--- src/rtl/ptw_pkg.sv ---
package ptw_pkg;

    typedef enum logic [2:0] {
        WALK_IDLE     = 3'd0,
        WALK_L1_ISSUE = 3'd1,
        WALK_L1_WAIT  = 3'd2,
        WALK_L2_ISSUE = 3'd3,
        WALK_L2_WAIT  = 3'd4
    } walk_state_e;

endpackage

--- src/rtl/ptw_field_split.sv ---
module ptw_field_split #(
    parameter int L1_IDX_W = 12,
    parameter int L2_IDX_W = 8,
    parameter int OFF_W    = 12,
    localparam int VA_W    = L1_IDX_W + L2_IDX_W + OFF_W
) (
    input  logic [VA_W-1:0]     vaddr,
    output logic [L1_IDX_W-1:0] dir_idx,
    output logic [L2_IDX_W-1:0] leaf_idx,
    output logic [OFF_W-1:0]    page_off
);

    localparam int LEAF_LO = OFF_W;
    localparam int DIR_LO  = OFF_W + L2_IDX_W;

    always_comb begin
        page_off = vaddr[OFF_W-1:0];
        leaf_idx = vaddr[LEAF_LO +: L2_IDX_W];
        dir_idx  = vaddr[DIR_LO +: L1_IDX_W];
    end

endmodule

--- src/rtl/ptw_addr_gen.sv ---
module ptw_addr_gen #(
    parameter int PA_W        = 30,
    parameter int L1_IDX_W    = 12,
    parameter int L2_IDX_W    = 8,
    parameter int ENTRY_SHIFT = 2
) (
    input  logic                sel_leaf,
    input  logic [PA_W-1:0]     root_base,
    input  logic [PA_W-1:0]     leaf_base,
    input  logic [L1_IDX_W-1:0] dir_idx,
    input  logic [L2_IDX_W-1:0] leaf_idx,
    output logic [PA_W-1:0]     rd_addr
);

    localparam int DIR_PAD  = PA_W - L1_IDX_W - ENTRY_SHIFT;
    localparam int LEAF_PAD = PA_W - L2_IDX_W - ENTRY_SHIFT;

    logic [PA_W-1:0] dir_ofs;
    logic [PA_W-1:0] leaf_ofs;
    logic [PA_W-1:0] base_sel;
    logic [PA_W-1:0] ofs_sel;

    generate
        if (ENTRY_SHIFT > 0) begin : g_scaled
            assign dir_ofs  = {{DIR_PAD{1'b0}}, dir_idx, {ENTRY_SHIFT{1'b0}}};
            assign leaf_ofs = {{LEAF_PAD{1'b0}}, leaf_idx, {ENTRY_SHIFT{1'b0}}};
        end else begin : g_unscaled
            assign dir_ofs  = {{DIR_PAD{1'b0}}, dir_idx};
            assign leaf_ofs = {{LEAF_PAD{1'b0}}, leaf_idx};
        end
    endgenerate

    always_comb begin
        base_sel = sel_leaf ? leaf_base : root_base;
        ofs_sel  = sel_leaf ? leaf_ofs : dir_ofs;
        rd_addr  = base_sel + ofs_sel;
    end

endmodule

--- src/rtl/ptw_fsm.sv ---
module ptw_fsm
    import ptw_pkg::*;
#(
    parameter int PA_W     = 30,
    parameter int L1_IDX_W = 12,
    parameter int L2_IDX_W = 8,
    parameter int OFF_W    = 12,
    parameter int PPN_W    = 18,
    parameter int WORD_W   = 32
) (
    input  logic                clk,
    input  logic                rst_n,
    input  logic                req_valid,
    input  logic [PA_W-1:0]     root_in,
    input  logic [L1_IDX_W-1:0] dir_idx_in,
    input  logic [L2_IDX_W-1:0] leaf_idx_in,
    input  logic [OFF_W-1:0]    off_in,
    input  logic                mem_rd_ready,
    input  logic                mem_rsp_valid,
    input  logic [WORD_W-1:0]   mem_rsp_data,
    output logic                req_ready,
    output logic                rd_valid,
    output logic                sel_leaf,
    output logic [PA_W-1:0]     root_q_o,
    output logic [PA_W-1:0]     leaf_base_o,
    output logic [L1_IDX_W-1:0] dir_idx_o,
    output logic [L2_IDX_W-1:0] leaf_idx_o,
    output logic                done,
    output logic [PPN_W+OFF_W-1:0] paddr
);

    localparam int PADDR_W = PPN_W + OFF_W;

    typedef struct packed {
        walk_state_e            state;
        logic [PA_W-1:0]        root;
        logic [L1_IDX_W-1:0]    dir_idx;
        logic [L2_IDX_W-1:0]    leaf_idx;
        logic [OFF_W-1:0]       off;
        logic [PA_W-1:0]        leaf_base;
        logic [PADDR_W-1:0]     paddr;
        logic                   done;
    } walk_regs_t;

    walk_regs_t walk_d, walk_q;

    logic unused_word_hi;
    assign unused_word_hi = ^mem_rsp_data[WORD_W-1:PA_W];

    always_comb begin
        walk_d      = walk_q;
        walk_d.done = 1'b0;
        unique case (walk_q.state)
            WALK_IDLE: begin
                if (req_valid) begin
                    walk_d.root     = root_in;
                    walk_d.dir_idx  = dir_idx_in;
                    walk_d.leaf_idx = leaf_idx_in;
                    walk_d.off      = off_in;
                    walk_d.state    = WALK_L1_ISSUE;
                end
            end
            WALK_L1_ISSUE: begin
                if (mem_rd_ready) walk_d.state = WALK_L1_WAIT;
            end
            WALK_L1_WAIT: begin
                if (mem_rsp_valid) begin
                    walk_d.leaf_base = mem_rsp_data[PA_W-1:0];
                    walk_d.state     = WALK_L2_ISSUE;
                end
            end
            WALK_L2_ISSUE: begin
                if (mem_rd_ready) walk_d.state = WALK_L2_WAIT;
            end
            WALK_L2_WAIT: begin
                if (mem_rsp_valid) begin
                    walk_d.paddr = {mem_rsp_data[PPN_W-1:0], walk_q.off};
                    walk_d.done  = 1'b1;
                    walk_d.state = WALK_IDLE;
                end
            end
            default: walk_d.state = WALK_IDLE;
        endcase
    end

    always_ff @(posedge clk) begin
        if (!rst_n) begin
            walk_q <= '{
                state:     WALK_IDLE,
                root:      '0,
                dir_idx:   '0,
                leaf_idx:  '0,
                off:       '0,
                leaf_base: '0,
                paddr:     '0,
                done:      1'b0
            };
        end else begin
            walk_q <= walk_d;
        end
    end

    always_comb begin
        req_ready   = (walk_q.state == WALK_IDLE);
        rd_valid    = (walk_q.state == WALK_L1_ISSUE) || (walk_q.state == WALK_L2_ISSUE);
        sel_leaf    = (walk_q.state == WALK_L2_ISSUE);
        root_q_o    = walk_q.root;
        leaf_base_o = walk_q.leaf_base;
        dir_idx_o   = walk_q.dir_idx;
        leaf_idx_o  = walk_q.leaf_idx;
        done        = walk_q.done;
        paddr       = walk_q.paddr;
    end

endmodule

--- src/rtl/pt_walker.sv ---
module pt_walker #(
    parameter int L1_IDX_W    = 12,
    parameter int L2_IDX_W    = 8,
    parameter int OFF_W       = 12,
    parameter int PA_W        = 30,
    parameter int PPN_W       = 18,
    parameter int WORD_W      = 32,
    parameter int ENTRY_SHIFT = 2,
    localparam int VA_W       = L1_IDX_W + L2_IDX_W + OFF_W,
    localparam int PADDR_W    = PPN_W + OFF_W
) (
    input  logic               clk,
    input  logic               rst_n,
    input  logic               req_valid,
    output logic               req_ready,
    input  logic [VA_W-1:0]    req_vaddr,
    input  logic [PA_W-1:0]    root_base,
    output logic               mem_rd_valid,
    input  logic               mem_rd_ready,
    output logic [PA_W-1:0]    mem_rd_addr,
    input  logic               mem_rsp_valid,
    input  logic [WORD_W-1:0]  mem_rsp_data,
    output logic               done,
    output logic [PADDR_W-1:0] paddr
);

    logic [L1_IDX_W-1:0] in_dir_idx;
    logic [L2_IDX_W-1:0] in_leaf_idx;
    logic [OFF_W-1:0]    in_off;
    logic [L1_IDX_W-1:0] cur_dir_idx;
    logic [L2_IDX_W-1:0] cur_leaf_idx;
    logic [PA_W-1:0]     cur_root;
    logic [PA_W-1:0]     cur_leaf_base;
    logic                sel_leaf;

    ptw_field_split #(
        .L1_IDX_W (L1_IDX_W),
        .L2_IDX_W (L2_IDX_W),
        .OFF_W    (OFF_W)
    ) u_split (
        .vaddr    (req_vaddr),
        .dir_idx  (in_dir_idx),
        .leaf_idx (in_leaf_idx),
        .page_off (in_off)
    );

    ptw_fsm #(
        .PA_W     (PA_W),
        .L1_IDX_W (L1_IDX_W),
        .L2_IDX_W (L2_IDX_W),
        .OFF_W    (OFF_W),
        .PPN_W    (PPN_W),
        .WORD_W   (WORD_W)
    ) u_fsm (
        .clk           (clk),
        .rst_n         (rst_n),
        .req_valid     (req_valid),
        .root_in       (root_base),
        .dir_idx_in    (in_dir_idx),
        .leaf_idx_in   (in_leaf_idx),
        .off_in        (in_off),
        .mem_rd_ready  (mem_rd_ready),
        .mem_rsp_valid (mem_rsp_valid),
        .mem_rsp_data  (mem_rsp_data),
        .req_ready     (req_ready),
        .rd_valid      (mem_rd_valid),
        .sel_leaf      (sel_leaf),
        .root_q_o      (cur_root),
        .leaf_base_o   (cur_leaf_base),
        .dir_idx_o     (cur_dir_idx),
        .leaf_idx_o    (cur_leaf_idx),
        .done          (done),
        .paddr         (paddr)
    );

    ptw_addr_gen #(
        .PA_W        (PA_W),
        .L1_IDX_W    (L1_IDX_W),
        .L2_IDX_W    (L2_IDX_W),
        .ENTRY_SHIFT (ENTRY_SHIFT)
    ) u_addr (
        .sel_leaf  (sel_leaf),
        .root_base (cur_root),
        .leaf_base (cur_leaf_base),
        .dir_idx   (cur_dir_idx),
        .leaf_idx  (cur_leaf_idx),
        .rd_addr   (mem_rd_addr)
    );

endmodule

--- config.mk ---
export PLATFORM = sky130hd
export DESIGN_NAME = pt_walker
export DESIGN_NICKNAME = d
export VERILOG_FILES = /design/src/rtl/ptw_pkg.sv /design/src/rtl/ptw_field_split.sv /design/src/rtl/ptw_addr_gen.sv /design/src/rtl/ptw_fsm.sv /design/src/rtl/pt_walker.sv
export SDC_FILE = /design/constraint.sdc
export NUM_CORES = 1
export LEC_CHECK = 0
export ABC_AREA = 0
export BUFFER_PORTS_ARGS = -buffer_cell sky130_fd_sc_hd__buf_2
export CAP_MARGIN = 10
export CORE_MARGIN = 5
export CORE_UTILIZATION = 55
export CTS_CLUSTER_SIZE = 20
export DETAILED_ROUTE_END_ITERATION = 16
export PLACE_DENSITY_LB_ADDON = 0.1
export SETUP_SLACK_MARGIN = 0.15
export SLEW_MARGIN = 25
export SYNTH_ARGS = -nofsm -noshare
export SYNTH_HDL_FRONTEND = slang
export SYNTH_SLANG_ARGS = --single-unit
--- constraint.sdc ---
create_clock -name clk -period 6.55 [get_ports clk]
set_input_delay 1.31 -clock clk [delete_from_list [all_inputs] [get_ports clk]]
set_output_delay 1.31 -clock clk [all_outputs]
set_load 0.05 [all_outputs]
==> summary.md <==
| Metric | Value |
|---|---|
| Result of the run | finished clean |
| Clock tree from TritonCTS | done |
| Area growth, synth to finish | 18.03% |
| Final-stage net count | about 1000 |
| Area of the multi-input gates | 0.003423 mm² |
| Final weighted congestion in routability-driven placement | around 0.90 |
| Max-Cap Viols | 0 |
| Total global-route track usage | between 20% and 30% |
| Number of hold buffers added after CTS | 0 |
| Drt total wl | approximately 16 mm |
| Main flop type after synthesis | dfxtp_1 |
| Number of global-route vias before repair | 5669 |
| Data required time of the critical path | ~5.2 ns |
| Leakage | 3.271 nW |
| Die X | ~120 µm |
| Sequential Area | 0.002522 mm² |
| Register share of total power | 41.4% |
| Initial antenna violation count | 0 |
| Sw Share | between 20% and 30% |
| Per-cell routed wire length | around 15 µm |
| Most used cell along the critical path | nand2_1 |
| Final number of setup-violating endpoints | 0 |
| Category of the critical setup timing path | reg2out |
| Antenna-violating nets left | 0 |
| Clock root buffer | clkbuf_16 |
| Number of top-level pins | 162 |
| Setup_tns | 0 ns |
| Count of input and output buffers | 159 |
| Number of detailed-routing iterations run before antenna repair | 5 |
| Worst setup endpoint | mem_rd_addr[24] |
| Vias | around 5800 |
| Number of sinks on the clock net | between 100 and 150 |
| Number of logic stages on the critical path including buffering | 12 |
| Sequential cell area fraction in the yosys report | 39.47% |
| Maximum clock skew at final layout | 0.009497 ns |
| Slew margin rel. | between 30% and 40% |
| Worst flop-to-flop path endpoint | u_fsm.leaf_base_o[11] |
| Synthesized Nets | 942 |
| Cell with the largest stage delay on the worst path | and3b_1 |
| Count of mapped cells out of synthesis | 830 |
| CP endpoint kind | output port |
| Number of enable-type register cells in the synthesized netlist | 0 |
| Max Transition Viols Final | 0 |
| Largest vdd supply drop | approximately 260 µV |
| Remaining design rule violation count | 0 |
| Floorplan Core Area | ~0.011 mm² |
| Number of instances resized during post-cts repair | 0 |
| Initial Utilization | between 50% and 60% |
| Final worst path period share | approximately 86% |
| Largest net degree at the start of global routing | 126 |
| Unique cell type count in the Yosys netlist | 44 |
| Row count | 39 |
| Share of cells above drive strength 1 | 21.59% |
| Cell family contributing the most delay on the critical path | simple AND/OR/NAND/NOR gates |
| Die Height | approximately 120 µm |
| HPWL reported at the end of detailed placement | around 12 mm |
| Share of synthesized registers carrying an async set or reset | 0% |
| Detail-routed via count per cell | around 5.3 |
| Flip-flop and latch count after synthesis | around 130 |
| CTS clock-pin slew for the worst setup and hold paths | 0.06 ns |
| PnR worst setup slack | slightly above 0.9 ns |
| First element of the critical path | u_fsm.walk_q[123] |
| Postcts setup bufs | 0 |
| Count of routing violations after the opening detailed-route iteration | roughly 410 |
| Netlist Area Pre-Place | around 0.0064 mm² |
| Post-Place Setup Slack | between 1 and 1.5 ns |
| First-pass GRT wire length | 27.29 mm |
| Antenna Diode Count | 0 |
| Worst path max stage delay | about 0.63 ns |
| Synth warnings | 0 |
| Reg2Reg Setup Slack | 4.54 ns |
| Max Root-Sink Buffers | 2 |
| Clock latency reported for the late side of the worst-skew pair | between 0.4 and 0.5 ns |
| Number of clock buffers inserted by TritonCTS | 17 |
| Max Clock Freq | ~180 MHz |
| Buffers plus inverters on the worst setup path | 2 |
| Class of the tightest hold or removal check | reg2reg |
| Transition time of the tightest slew-check pin | between 0.9 and 1 ns |
| Final total power | between 0.002 and 0.0025 W |
| Reg2reg path depth | 5 |
| Internal Power | about 0.0014 W |
| Setup repair after global routing missed its margin | false |
| Critical-path cell list | and3b_1 > buf_4 > nand2_1 > nand2_1 > ha_1 > and3_1 > nand3_1 > or3b_1 > a2111oi_0 > xnor2_1 > mux2i_1 > buf_2 |
| Post-Synthesis Mean Instance Area | slightly below 8 µm² |
| Fill cells | between 1000 and 1500 |
| Number of H-tree branching levels | 4 |
| Final min period | approximately 5.6 ns |
| Maximum fanout along the worst path | 17 |
| Power density of the placed cells | between 200 and 300 mW/mm² |
| Worst setup SP type | flop |
| Fraction of power consumed by the clock network | ~43% |
| Area of the die | 0.01388 mm² |
| Worst Path Arrival | 4.32 ns |
| Share of total power in combinational logic | between 10% and 20% |
| Net load switching power | approximately 0.0006 W |
| Reg2reg start | u_fsm.walk_q[124] |
| Remaining Overflow, GRT | 0 |
| Hold Violations, Final | 0 |
[through the flow]
step	cells	area [µm²]	hold WS [ns]	utilization, %
after global routing	1088	7543	0.4820	66.06
after floorplan	830	6391	0.4388	-
after CTS	1087	7516	0.4638	65.82
final	1088	7543	0.4562	66.06
after detailed placement	1055	6972	0.4558	61.06
after global placement	1055	6959	0.4511	60.95
[worst min-delay path, cell delays in order, from the launching register on]
cell      delay [ns]
dfxtp_1         0.30
nand2_1         0.04
a21boi_0        0.06
[power by group through the flow]
stage / combinational (W) / sequential, W / clock (W)
final: 0.000325 / 0.000832 / 0.000854
after global routing: 0.000356 / 0.000836 / 0.000912
after CTS: 0.000325 / 0.000831 / 0.000872
after detailed placement: 0.000324 / 0.000847 / 0
after global placement: 0.000317 / 0.000845 / 0
after floorplan: 0.000239 / 0.000836 / 0
[logic make-up (layout without fill, tap and decap cells)]
kind of cell             Yosys count  in the layout  synth area share [%]
AO/OA/AOI/OAI                    168            168                 19.38
XOR/XNOR                          30             30                 4.111
adder cells (fa/ha/maj)           13             13                 2.662
buffers and inverters             85            200                 7.302
flip-flops                       126            126                 39.47
multiplexers                      16             16                 2.506
AND/OR/NAND/NOR                  392            392                 24.57
[layout by cell type, fill, tap and decap left out, types with 2 or more instances in the layout]
cell / netlist / final
ha_1: 12 / 12
a21boi_0: 122 / 122
nand3_1: 11 / 9
clkinv_2: 0 / 3
xnor2_1: 20 / 20
dfxtp_1: 126 / 126
and3_2: 1 / 2
xor2_1: 10 / 10
a2111oi_0: 4 / 4
clkbuf_8: 0 / 2
nand4_1: 7 / 7
and2_1: 8 / 7
a21o_1: 6 / 6
mux2i_1: 16 / 16
inv_1: 3 / 3
clkbuf_16: 0 / 17
a211oi_1: 3 / 3
o211ai_1: 2 / 2
clkinvlp_4: 0 / 5
nor2_1: 13 / 13
a221oi_1: 2 / 2
nor3_1: 10 / 9
nand2_1: 332 / 331
o21ai_0: 3 / 3
buf_4: 30 / 6
buf_2: 4 / 158
a41oi_1: 3 / 3
nand3_2: 0 / 2
nor2b_1: 3 / 3
inv_6: 0 / 2
clkinv_4: 0 / 2
o21bai_1: 2 / 2
a21oi_1: 13 / 13
[Yosys cell counts, drive strengths merged, types with 2 or more instances]
master	count	share of area, %
a2111oi	4	0.55
a211oi	3	0.35
a21boi	122	14
a21o	6	0.70
a21oi	13	1.0
a221oi	2	0.27
a41oi	3	0.41
and2	8	0.78
and3	3	0.31
buf	39	4.6
clkbuf	43	2.5
dfxtp	126	39
ha	12	2.3
inv	3	0.18
mux2i	16	2.5
nand2	332	19
nand3	11	0.86
nand4	7	0.69
nor2	13	0.76
nor2b	3	0.29
nor3	10	0.78
o211ai	2	0.23
o21ai	3	0.23
o21bai	2	0.23
xnor2	20	2.7
xor2	10	1.4
[layer usage]
layer	vias up	global-route usage, %	wire [µm]
met4	0	7.312	242
met3	22	7.160	1074
met5	-	0	0
li1	2912	-	-
met1	2690	31.10	7363
met2	162	37.34	7721
[registers in the layout, indices dropped and copies added (netlist names)]
register / count
u_fsm.leaf_base_o: 30
u_fsm.leaf_idx_o: 8
u_fsm.dir_idx_o: 12
u_fsm.done: 1
u_fsm.walk_q: 15
u_fsm.root_q_o: 30
u_fsm.paddr: 30
[layout make-up]
type,instances,share of cell area (%)
Multi-Input combinational cell,619,45.38
Sequential cell,126,33.44
Timing Repair Buffer,165,11.44
Clock buffer,20,6.054
Tap cell,143,2.372
Clock inverter,12,1.161
Inverter,3,0.1493
[worst min-delay path by stage]
stage,start,endpoint,slack [ns],cells past startpoint
finish,u_fsm.paddr[24],u_fsm.paddr[24],0.46,2
global placement,u_fsm.paddr[27],u_fsm.paddr[27],0.45,2
detailed placement,u_fsm.paddr[24],u_fsm.paddr[24],0.46,2
floorplan,u_fsm.dir_idx_o[10],u_fsm.dir_idx_o[10],0.44,2
global route,u_fsm.walk_q[65],u_fsm.walk_q[65],0.48,2
CTS,u_fsm.paddr[24],u_fsm.paddr[24],0.46,2
No activity file was read; power rests on OpenSTA's default activity.
